[src/rtl/blk_copy_pkg.sv]
package blk_copy_pkg;

  // Microstep states of the copy sequence
  typedef enum logic [3:0] {
    ST_IDLE   = 4'd0,
    ST_LDCNT  = 4'd1,   // result <= count
    ST_TSTCNT = 4'd2,   // branch on result == 0
    ST_SRCA   = 4'd3,   // result <= source pointer
    ST_READ   = 4'd4,   // memory read at result
    ST_CAPT   = 4'd5,   // mdr <= read data, result <= destination pointer
    ST_WRITE  = 4'd6,   // memory write of mdr at result
    ST_INCS   = 4'd7,   // result <= source + step
    ST_WSRC   = 4'd8,   // source <= result, result <= destination + step
    ST_WDST   = 4'd9,   // destination <= result, result <= count - 1
    ST_WCNT   = 4'd10,  // count <= result, branch on result
    ST_DONE   = 4'd11
  } step_e;

  // Source selection for the ALU result register
  typedef enum logic [2:0] {
    RES_KEEP      = 3'd0,
    RES_COUNT     = 3'd1,
    RES_SRC       = 3'd2,
    RES_DST       = 3'd3,
    RES_SRC_NEXT  = 3'd4,
    RES_DST_NEXT  = 3'd5,
    RES_COUNT_DEC = 3'd6
  } res_sel_e;

  // One decoded microstep worth of control
  typedef struct packed {
    res_sel_e res_sel;
    logic     load_ops;
    logic     src_wr;
    logic     dst_wr;
    logic     cnt_wr;
    logic     mdr_wr;
    logic     rd;
    logic     wr;
  } uop_t;

endpackage

[src/rtl/blk_copy_ctrl.sv]
module blk_copy_ctrl
  import blk_copy_pkg::*;
(
  input  logic clk,
  input  logic rst,
  input  logic start,
  input  logic res_zero,
  output uop_t uop,
  output logic busy,
  output logic done
);

  step_e state_q, state_d;

  // named events for checking
  logic accept;
  logic exit_taken;

  always_ff @(posedge clk) begin
    if (rst) state_q <= ST_IDLE;
    else     state_q <= state_d;
  end

  always_comb begin
    uop     = '0;
    state_d = state_q;
    case (state_q)
      ST_IDLE: begin
        if (start) begin
          uop.load_ops = 1'b1;
          state_d      = ST_LDCNT;
        end
      end
      ST_LDCNT: begin
        uop.res_sel = RES_COUNT;
        state_d     = ST_TSTCNT;
      end
      ST_TSTCNT: begin
        state_d = res_zero ? ST_DONE : ST_SRCA;
      end
      ST_SRCA: begin
        uop.res_sel = RES_SRC;
        state_d     = ST_READ;
      end
      ST_READ: begin
        uop.rd  = 1'b1;
        state_d = ST_CAPT;
      end
      ST_CAPT: begin
        uop.mdr_wr  = 1'b1;
        uop.res_sel = RES_DST;
        state_d     = ST_WRITE;
      end
      ST_WRITE: begin
        uop.wr  = 1'b1;
        state_d = ST_INCS;
      end
      ST_INCS: begin
        uop.res_sel = RES_SRC_NEXT;
        state_d     = ST_WSRC;
      end
      ST_WSRC: begin
        uop.src_wr  = 1'b1;
        uop.res_sel = RES_DST_NEXT;
        state_d     = ST_WDST;
      end
      ST_WDST: begin
        uop.dst_wr  = 1'b1;
        uop.res_sel = RES_COUNT_DEC;
        state_d     = ST_WCNT;
      end
      ST_WCNT: begin
        uop.cnt_wr = 1'b1;
        state_d    = res_zero ? ST_DONE : ST_SRCA;
      end
      ST_DONE: begin
        state_d = ST_IDLE;
      end
      default: state_d = ST_IDLE;
    endcase
  end

  assign busy       = (state_q != ST_IDLE);
  assign done       = (state_q == ST_DONE);
  assign accept     = (state_q == ST_IDLE) && start;
  assign exit_taken = ((state_q == ST_TSTCNT) || (state_q == ST_WCNT)) && res_zero;


  done_pulse_chk: assert property (@(posedge clk) disable iff (rst)
    done |=> (!done && !busy));


  busy_after_accept_chk: assert property (@(posedge clk) disable iff (rst)
    accept |=> busy);


  zero_exit_chk: assert property (@(posedge clk) disable iff (rst)
    exit_taken |=> done);

endmodule

[src/rtl/blk_copy_regs.sv]
module blk_copy_regs
  import blk_copy_pkg::*;
#(
  parameter int ADDR_W = 32,
  parameter int DATA_W = 32,
  parameter int CNT_W  = 16,
  parameter int RES_W  = 32,
  parameter int STEP   = 4
) (
  input  logic              clk,
  input  logic              rst,
  input  uop_t              uop,
  input  logic [ADDR_W-1:0] src_in,
  input  logic [ADDR_W-1:0] dst_in,
  input  logic [CNT_W-1:0]  cnt_in,
  input  logic [DATA_W-1:0] rdata,
  output logic [RES_W-1:0]  res_q,
  output logic              res_zero,
  output logic [DATA_W-1:0] mdr_q
);

  logic [ADDR_W-1:0] src_q, dst_q;
  logic [CNT_W-1:0]  cnt_q;
  logic [RES_W-1:0]  res_d;

  // pointer advance by one word in bytes
  function automatic logic [ADDR_W-1:0] ptr_advance(input logic [ADDR_W-1:0] p);
    return p + ADDR_W'(STEP);
  endfunction

  // remaining count after one word
  function automatic logic [CNT_W-1:0] count_after(input logic [CNT_W-1:0] c);
    return c - CNT_W'(1);
  endfunction

  always_comb begin
    case (uop.res_sel)
      RES_COUNT:     res_d = RES_W'(cnt_q);
      RES_SRC:       res_d = RES_W'(src_q);
      RES_DST:       res_d = RES_W'(dst_q);
      RES_SRC_NEXT:  res_d = RES_W'(ptr_advance(src_q));
      RES_DST_NEXT:  res_d = RES_W'(ptr_advance(dst_q));
      RES_COUNT_DEC: res_d = RES_W'(count_after(cnt_q));
      default:       res_d = res_q;
    endcase
  end

  always_ff @(posedge clk) begin
    if (rst) begin
      src_q <= '0;
      dst_q <= '0;
      cnt_q <= '0;
      res_q <= '0;
      mdr_q <= '0;
    end else begin
      res_q <= res_d;
      if (uop.load_ops) begin
        src_q <= src_in;
        dst_q <= dst_in;
        cnt_q <= cnt_in;
      end
      if (uop.src_wr) src_q <= res_q[ADDR_W-1:0];
      if (uop.dst_wr) dst_q <= res_q[ADDR_W-1:0];
      if (uop.cnt_wr) cnt_q <= res_q[CNT_W-1:0];
      if (uop.mdr_wr) mdr_q <= rdata;
    end
  end

  assign res_zero = (res_q == '0);


  src_step_chk: assert property (@(posedge clk) disable iff (rst)
    uop.src_wr |=> (src_q == $past(res_q[ADDR_W-1:0])));

endmodule

[src/rtl/blk_copy_memif.sv]
module blk_copy_memif #(
  parameter int ADDR_W = 32,
  parameter int DATA_W = 32,
  parameter int RES_W  = 32
) (
  input  logic              clk,
  input  logic              rst,
  input  logic              rd,
  input  logic              wr,
  input  logic [RES_W-1:0]  res_q,
  input  logic [DATA_W-1:0] mdr_q,
  input  logic [DATA_W-1:0] mem_rdata,
  output logic [ADDR_W-1:0] mem_addr,
  output logic              mem_re,
  output logic              mem_we,
  output logic [DATA_W-1:0] mem_wdata
);

  logic access;

  assign access    = rd || wr;
  assign mem_re    = rd;
  assign mem_we    = wr;
  assign mem_addr  = access ? res_q[ADDR_W-1:0] : '0;
  assign mem_wdata = mdr_q;


  rw_exclusive_chk: assert property (@(posedge clk) disable iff (rst)
    !(mem_re && mem_we));


  write_after_read_chk: assert property (@(posedge clk) disable iff (rst)
    mem_we |-> $past(mem_re, 2));


  write_data_chk: assert property (@(posedge clk) disable iff (rst)
    mem_we |-> (mem_wdata == $past(mem_rdata)));

endmodule

[src/rtl/blk_copy_seq.sv]
module blk_copy_seq
  import blk_copy_pkg::*;
#(
  parameter int ADDR_W = 32,
  parameter int DATA_W = 32,
  parameter int CNT_W  = 16
) (
  input  logic              clk,
  input  logic              rst,
  input  logic              start,
  input  logic [ADDR_W-1:0] src_addr,
  input  logic [ADDR_W-1:0] dst_addr,
  input  logic [CNT_W-1:0]  word_count,
  output logic              busy,
  output logic              done,
  output logic [ADDR_W-1:0] mem_addr,
  output logic              mem_re,
  output logic              mem_we,
  output logic [DATA_W-1:0] mem_wdata,
  input  logic [DATA_W-1:0] mem_rdata
);

  localparam int RES_W = (ADDR_W > CNT_W) ? ADDR_W : CNT_W;
  localparam int STEP  = DATA_W / 8;

  uop_t              uop;
  logic              res_zero;
  logic [RES_W-1:0]  res_q;
  logic [DATA_W-1:0] mdr_q;
  logic              accept;

  blk_copy_ctrl u_ctrl (
    .clk      (clk),
    .rst      (rst),
    .start    (start),
    .res_zero (res_zero),
    .uop      (uop),
    .busy     (busy),
    .done     (done)
  );

  blk_copy_regs #(
    .ADDR_W (ADDR_W),
    .DATA_W (DATA_W),
    .CNT_W  (CNT_W),
    .RES_W  (RES_W),
    .STEP   (STEP)
  ) u_regs (
    .clk      (clk),
    .rst      (rst),
    .uop      (uop),
    .src_in   (src_addr),
    .dst_in   (dst_addr),
    .cnt_in   (word_count),
    .rdata    (mem_rdata),
    .res_q    (res_q),
    .res_zero (res_zero),
    .mdr_q    (mdr_q)
  );

  blk_copy_memif #(
    .ADDR_W (ADDR_W),
    .DATA_W (DATA_W),
    .RES_W  (RES_W)
  ) u_memif (
    .clk       (clk),
    .rst       (rst),
    .rd        (uop.rd),
    .wr        (uop.wr),
    .res_q     (res_q),
    .mdr_q     (mdr_q),
    .mem_rdata (mem_rdata),
    .mem_addr  (mem_addr),
    .mem_re    (mem_re),
    .mem_we    (mem_we),
    .mem_wdata (mem_wdata)
  );

  assign accept = start && !busy;


  zero_count_done_chk: assert property (@(posedge clk) disable iff (rst)
    (accept && (word_count == '0)) |-> ##3 done);


  zero_count_noread_chk: assert property (@(posedge clk) disable iff (rst)
    (accept && (word_count == '0)) |=> (!mem_re && !mem_we));


  idle_quiet_chk: assert property (@(posedge clk) disable iff (rst)
    !busy |-> (!mem_re && !mem_we && (mem_addr == '0)));

endmodule

[config.mk]
export PLATFORM = sky130hd
export DESIGN_NAME = blk_copy_seq
export DESIGN_NICKNAME = d
export VERILOG_FILES = /design/src/rtl/blk_copy_pkg.sv /design/src/rtl/blk_copy_ctrl.sv /design/src/rtl/blk_copy_regs.sv /design/src/rtl/blk_copy_memif.sv /design/src/rtl/blk_copy_seq.sv
export SDC_FILE = /design/constraint.sdc
export NUM_CORES = 1
export LEC_CHECK = 0
export ABC_AREA = 1
export CAP_MARGIN = 10
export CORE_MARGIN = 1
export CORE_UTILIZATION = 40
export DETAILED_ROUTE_END_ITERATION = 10
export GPL_TIMING_DRIVEN = 0
export PLACE_DENSITY = 0.67
export SLEW_MARGIN = 15
export SYNTH_ARGS = -nofsm -noshare
export SYNTH_HDL_FRONTEND = slang
export SYNTH_SLANG_ARGS = --single-unit
[constraint.sdc]
create_clock -name clk -period 2.92 [get_ports clk]
set_input_delay 0.584 -clock clk [delete_from_list [all_inputs] [get_ports clk]]
set_output_delay 0.584 -clock clk [all_outputs]
set_load 0.01 [all_outputs]
==> summary.txt, run 1 <==
Logic synthesis
  • Syn Area/Cell: about 6.3 sq um
  • Syn nets: about 1500
  • Flops & latches, synth: 148
  • Cell variety after synth: 40
  • Share of synthesized registers carrying an async set or reset: 0%
  • Share of the yosys chip area belonging to registers: 34.2%
  • Syn. warnings: 0
  • Main synth FF type: dfxtp_1
  • Post-synthesis cell count: 1364
  • Synth Cell Area: 0.00866 sq mm
  • Post-synth EDFFs: 0

STA
  • RSZ-0062 raised after global routing: yes
  • Final Worst Setup Slack: 109 ps
  • Crit share post-route: 96.3%
  • Worst Clk Skew: 14.5 ps
  • Max Fclk: 356 MHz
  • Setup TNS: 0 ps
  • Least-Margin Pin Slew: 949 ps
  • Final setup fails: 0
  • Max-slew violation count: 0
  • Minimum clock period after layout: 2810 ps
  • Max-slew headroom: 36.8%
  • Final Hold Fails: 0

Drt
  • First-pass iteration count of the detailed router: 5
  • Via density: 5.43
  • Via count: between 10000 and 15000
  • Antenna viol nets, final: 0
  • Final WL: 34.4 mm
  • # DRC: 0
  • Routed wire per std cell: 18.6 um
  • DR iter-0 viols: 844

Worst setup path
  • Crit path max fanout: 10
  • Crit path largest cell delay: around 560 ps
  • CP endpoint kind: output port
  • Critical Path RT: 2340 ps
  • CP Launch Type: flip-flop
  • Delay-heaviest family, CP: buffers and inverters
  • Arr. time, crit path: 2230 ps
  • R2r setup slk: 140 ps
  • CP bufs+invs: 3
  • Slowest cell on crit path: clkdlybuf4s50_1
  • CP cell instances: inv_1 -> nor2_4 -> nand2_2 -> clkbuf_4 -> nor2_1 -> clkdlybuf4s50_1
  • WS Path Type: flip-flop to output port

Cells and area
  • Total Nets Final: 1682
  • Most common cell after layout, fill and taps aside: nand2_1
  • Design area: 0.0114 sq mm
  • Share of layout cells above drive strength 1: 7.92%
  • Most frequent cells in the layout: nand2_1, clkdlybuf4s50_1, nor2_1, dfxtp_1, inv_1
  • Syn-to-layout area delta: 32.2%
  • Diodes inserted: 0

Power
  • Lkg Pwr: 4.48 nW
  • VDD IR max: 0.275 mV
  • Pwr dens: 544 mW/mm^2
  • Final Power: 6.22 mW

Floorplanning
  • Die width: 149 um
  • Starting Density: 41.0%
  • Rows: 53
  • I/O pin total: 183
  • Area of the core: 0.0211 sq mm
  • Die Ht: 149 um
  • Full die area: ~0.022 sq mm

Global route
  • Top Usage Layer GRT: met2
  • Gr ovfl total: 0
  • Pin count of the biggest net entering global routing: 17
  • Met3 Track Usage GR: between 6 and 7%
  • Overall Global Routing Usage: 31.1%
  • First-pass GRT wire length: 52.2 mm
  • M2 GR Usage: 49.5%
  • Vias in the first global route: 9405
  • Initial antenna violation count: 1
  • Grt met1 use: 40.5%

Clock tree
  • Worst-case clock buffer depth: 2
  • Root buf cell: clkbuf_16
  • Hold buffers post-CTS: 0
  • Clock Latency Late Sink: 440 ps
  • Clock Sinks: 148
  • CTS tree: built
  • CTS buffer count: 17
  • Htree depth: 4
  • Reg clk slew, reported paths: 70 ps
  • Post-CTS Setup Bufs: 0

Placed design
  • Setup WS pre-CTS: -148 ps
  • HPWL Detailed: 25.9 mm
  • RePlAce Congestion: 0.972
  • Placement Cell Area: 0.0108 sq mm
  • Port bufs: 182

Flow run
  • Max Cap Violations: 0

Min path
  • Tightest Hold Check Type: flip-flop to flip-flop

Run status
  • Status: finished clean
-- final timing paths --
| check | startpoint | endpoint | cells after the start |
|---|---|---|---|
| worst min-delay path | u_regs.cnt_q[14]$_SDFFE_PP0P_ | u_regs.cnt_q[14]$_SDFFE_PP0P_ | 2 |
| worst max-delay path | u_ctrl.state_q[2]$_SDFFE_PP0P_ | mem_addr[15] | 6 |
| worst min register to register | u_regs.cnt_q[14]$_SDFFE_PP0P_ | u_regs.cnt_q[14]$_SDFFE_PP0P_ | 2 |
| worst max register to register | u_ctrl.state_q[2]$_SDFFE_PP0P_ | u_regs.src_q[9]$_SDFFE_PP0P_ | 10 |
-- worst reg2reg max path, cell delays in order, from the launching register on --
cell	delay, ps
dfxtp_1	410
inv_1	130
nand2_1	140
nor2_4	80
buf_4	180
buf_2	210
nor2_1	620
inv_1	180
clkbuf_1	360
o221ai_1	290
nor2_1	70
-- cells in the mapped netlist (7+ instances only) --
library cell / count / area [sq um]
o21ai_0: 125 / 626
nand4_1: 14 / 87.6
nor3_1: 30 / 150
dfxtp_1: 148 / 2960
o221ai_1: 12 / 105
buf_1: 7 / 26.3
o21ai_2: 16 / 140
nor4_1: 10 / 62.6
inv_2: 10 / 37.5
nor2_2: 15 / 93.8
a31oi_1: 60 / 375
a21oi_1: 33 / 165
nor2_4: 7 / 78.8
inv_1: 145 / 544
a221oi_1: 9 / 78.8
buf_2: 13 / 65.1
nand3b_1: 7 / 52.6
nand2_1: 321 / 1200
a211oi_1: 16 / 120
nor2_1: 176 / 661
nand2_2: 13 / 81.3
nand3_1: 74 / 370
o21ai_1: 12 / 60.1
clkinv_1: 7 / 26.3
clkbuf_1: 52 / 195
-- kinds of logic after synthesis --
kind of cell / count (synthesis) / share of synthesized area [%]
simple gates: 671 / 33.2
flops: 148 / 34.2
xor+xnor: 5 / 0.506
compound gates: 298 / 20.7
buf+inv: 240 / 11.0
fa+ha+maj: 2 / 0.289
-- repair_timing --
action,4_1_cts,5_1_grt
endpoints found under the setup margin,30,44
hold endpoints to repair,0,0
gates resized for setup,5,9
-- registers in the layout, summed over array words and instances (netlist names) --
signal,cells
u_regs.src_q,32
u_ctrl.state_q,4
u_regs.cnt_q,16
u_regs.res_q,32
u_regs.mdr_q,32
u_regs.dst_q,32
-- through the flow --
step | hold WS (ps) | instances | utilization, %
after detailed placement | 463 | 1821 | 51.3
after CTS | 472 | 1853 | 54.1
after floorplan | 444 | 1364 | -
after global routing | 503 | 1853 | 54.2
after global placement | 457 | 1821 | 51.3
final | 474 | 1853 | 54.2
-- power breakdown --
group          internal [mW]  switching (mW)
clock network           1.22            1.01
logic                  0.558           0.985
registers               2.23           0.211
-- layer usage --
layer / routed length (um) / part of all wire [%]
met5: 13 / 0.038
met4: 1220 / 3.6
met3: 2880 / 8.4
met2: 15600 / 45
met1: 14800 / 43
-- final cells by class --
| class | instances | area, sq um |
|---|---|---|
| fill | 2199 | 9650 |
| multi-input combinational | 976 | 4760 |
| sequential | 148 | 2960 |
| timing repair buffer | 182 | 1820 |
| inverter | 162 | 612 |
| clock buffer | 18 | 439 |
| buffer | 78 | 353 |
| tap | 275 | 344 |
| clock inverter | 14 | 148 |
(Power assumes the default switching activity.)
==> inputs of run 2 (changes only) <==
Settings changed: CORE_UTILIZATION 40 to 52, PLACE_DENSITY 0.67 to 0.83.
==> summary.txt, run 2 (same netlist as run 1, synthesis figures left out) <==
Clock tree
  • Clock Latency Late Sink: 440 ps (about the same)
  • Hold buffers post-CTS: 0 (unchanged)
  • Worst-case clock buffer depth: 2 (unchanged)
  • Reg clk slew, reported paths: 70 ps (about the same)
  • Clock Sinks: 148 (unchanged)
  • Htree depth: 4 (unchanged)
  • CTS buffer count: 17 (unchanged)
  • CTS tree: built
  • Root buf cell: clkbuf_16

Drt
  • Routed wire per std cell: 18.6 um (about the same)
  • First-pass iteration count of the detailed router: 9 (+4)
  • Antenna viol nets, final: 0 (unchanged)
  • Via density: 5.80 (+6.8%)
  • Final WL: 33.4 mm (-3.0%)
  • Via count: 10400 (+3.4%)
  • DR iter-0 viols: 1273 (+51%)
  • # DRC: 0 (unchanged)

Worst setup path
  • Critical Path RT: 3240 ps (+900 ps)
  • Crit path max fanout: 10 (unchanged)
  • CP endpoint kind: flip-flop
  • Arr. time, crit path: 3230 ps (+1000 ps)
  • WS Path Type: flip-flop to flip-flop
  • CP Launch Type: flip-flop

STA
  • Least-Margin Pin Slew: 847 ps (-102 ps)
  • Max-slew headroom: 43.3% (+6.6 points)
  • Final setup fails: 0 (unchanged)
  • Setup TNS: 0 ps (unchanged)
  • Max Fclk: 343 MHz (-3.6%)
  • Crit share post-route: 99.9% (+3.6 points)
  • Hold WS: 470 ps (-4.08 ps)
  • Max-slew violation count: 0 (unchanged)
  • Minimum clock period after layout: 2920 ps (+106 ps)
  • Final Hold Fails: 0 (unchanged)
  • Final Worst Setup Slack: 3.47 ps (-106 ps)
  • Worst Clk Skew: 11.6 ps (-2.97 ps)

Placed design
  • DP Cell Count: 1762 (-3.2%)
  • Setup WS pre-CTS: -104 ps (+44.3 ps)
  • Placement Cell Area: 0.0107 sq mm (-0.68%)
  • HPWL Detailed: 24.6 mm (-5.1%)
  • RePlAce Congestion: 0.987 (+1.6%)
  • Port bufs: 182 (unchanged)

Run status
  • Status: finished clean

Power
  • Clock share of power: 36.7% (+0.8 points)
  • Comb pwr share: 24.6% (-0.2 points)
  • Part of the power in registers: 38.7% (-0.6 points)
  • Final Power: 6.33 mW (+1.8%)
  • Pwr dens: 555 mW/mm^2 (+2.1%)
  • Internal: 4.09 mW (+2.0%)
  • Switch share: 35.3% (-0.13 points)
  • Sw Pwr: 2.24 mW (+1.4%)
  • VDD IR max: 0.408 mV (+49%)
  • Lkg Pwr: 4.49 nW (+0.43%)

Global route
  • Pin count of the biggest net entering global routing: 17 (unchanged)
  • Gr ovfl total: 0 (unchanged)
  • Vias in the first global route: 9376 (-0.31%)
  • First-pass GRT wire length: 49.7 mm (-4.7%)
  • Initial antenna violation count: 0 (-1)
  • Overall Global Routing Usage: 39.0% (+7.8 points)

Floorplanning
  • Full die area: 0.0172 sq mm (-23%)
  • Die width: 131 um (-12%)
  • Rows: 46 (-13%)
  • Area of the core: 0.0161 sq mm (-24%)
  • Starting Density: 53.9% (+13 points)
  • Die Ht: 131 um (-12%)
  • I/O pin total: 183 (unchanged)

Cells and area
  • Diodes inserted: 0 (unchanged)
  • Syn-to-layout area delta: 31.8%
  • Design area: 0.0114 sq mm (-0.30%)
  • Fin cells: 1795 (-3.1%)
  • Total Nets Final: 1683 (+0.059%)
  • Most common cell after layout, fill and taps aside: nand2_1
  • Reg area: 0.00296 sq mm (unchanged)
  • Most frequent cells in the layout: nand2_1, clkdlybuf4s50_1, nor2_1, dfxtp_1, inv_1
  • Area of the multi-input gates: 0.00477 sq mm (+0.16%)
  • Finished Core Util: 71.0% (+17 points)
  • # fillers: 1450 (-34%)
  • Share of layout cells above drive strength 1: 8.04% (+0.12 points)

Min path
  • Tightest Hold Check Type: flip-flop to flip-flop

Flow run
  • Max Cap Violations: 0 (unchanged)
## run 2: power by group through the flow
stage	clock [mW]	sequential (mW)	combinational, mW
after floorplan	0	2.41	0.949
after global placement	0	2.47	1.45
after detailed placement	0	2.47	1.48
after CTS	2.31	2.43	1.50
after global routing	2.41	2.47	1.68
final	2.32	2.45	1.56
## run 2: what timing repair did
item                                    in CTS  in global routing
setup buffers                                0                  1
pin swaps                                    0                  2
endpoints found under the setup margin      30                 38
resized for setup                            4                 15
## run 2: critical path, stage by stage, from the launching register on
cell	delay, ps
dfxtp_1	440
inv_1	110
nand2_1	150
nor2_4	70
buf_4	180
buf_2	210
nor2_1	680
inv_1	190
clkbuf_1	390
o21ai_0	310
a31oi_1	60
## run 2: metal layers
layer  routed length, um  vias up  global-route usage, %
met1               13000     4716                   48.8
met4                1490        0                   18.9
li1                    -     4909                      -
met3                3800      131                   10.2
met2               15100      659                   62.1
met5                   0        -                      0
## run 2: final timing paths
check / startpoint / to / slack, ps / cells past startpoint
setup / recovery: u_ctrl.state_q[0]$_SDFFE_PP0P_ / u_regs.src_q[4]$_SDFFE_PP0P_ / 3 / 10
hold / removal: u_regs.cnt_q[14]$_SDFFE_PP0P_ / u_regs.cnt_q[14]$_SDFFE_PP0P_ / 470 / 2
setup reg to reg: u_ctrl.state_q[0]$_SDFFE_PP0P_ / u_regs.src_q[4]$_SDFFE_PP0P_ / 3 / 10
hold reg to reg: u_regs.cnt_q[14]$_SDFFE_PP0P_ / u_regs.cnt_q[14]$_SDFFE_PP0P_ / 470 / 2
## run 2: area by class of cell
class | instances | area share [%]
timing repair buffer | 183 | 16.0
clock buffer | 17 | 3.73
buffer | 78 | 3.09
multi-input combinational | 976 | 41.8
inverter | 162 | 5.33
tap | 216 | 2.37
sequential | 148 | 26.0
clock inverter | 15 | 1.67
==> inputs of run 3 (changes only) <==
Settings changed: TNS_END_PERCENT set to 1.
==> results of run 3 <==
No change in the layout: final DEF, timing and power equal those of run 2.
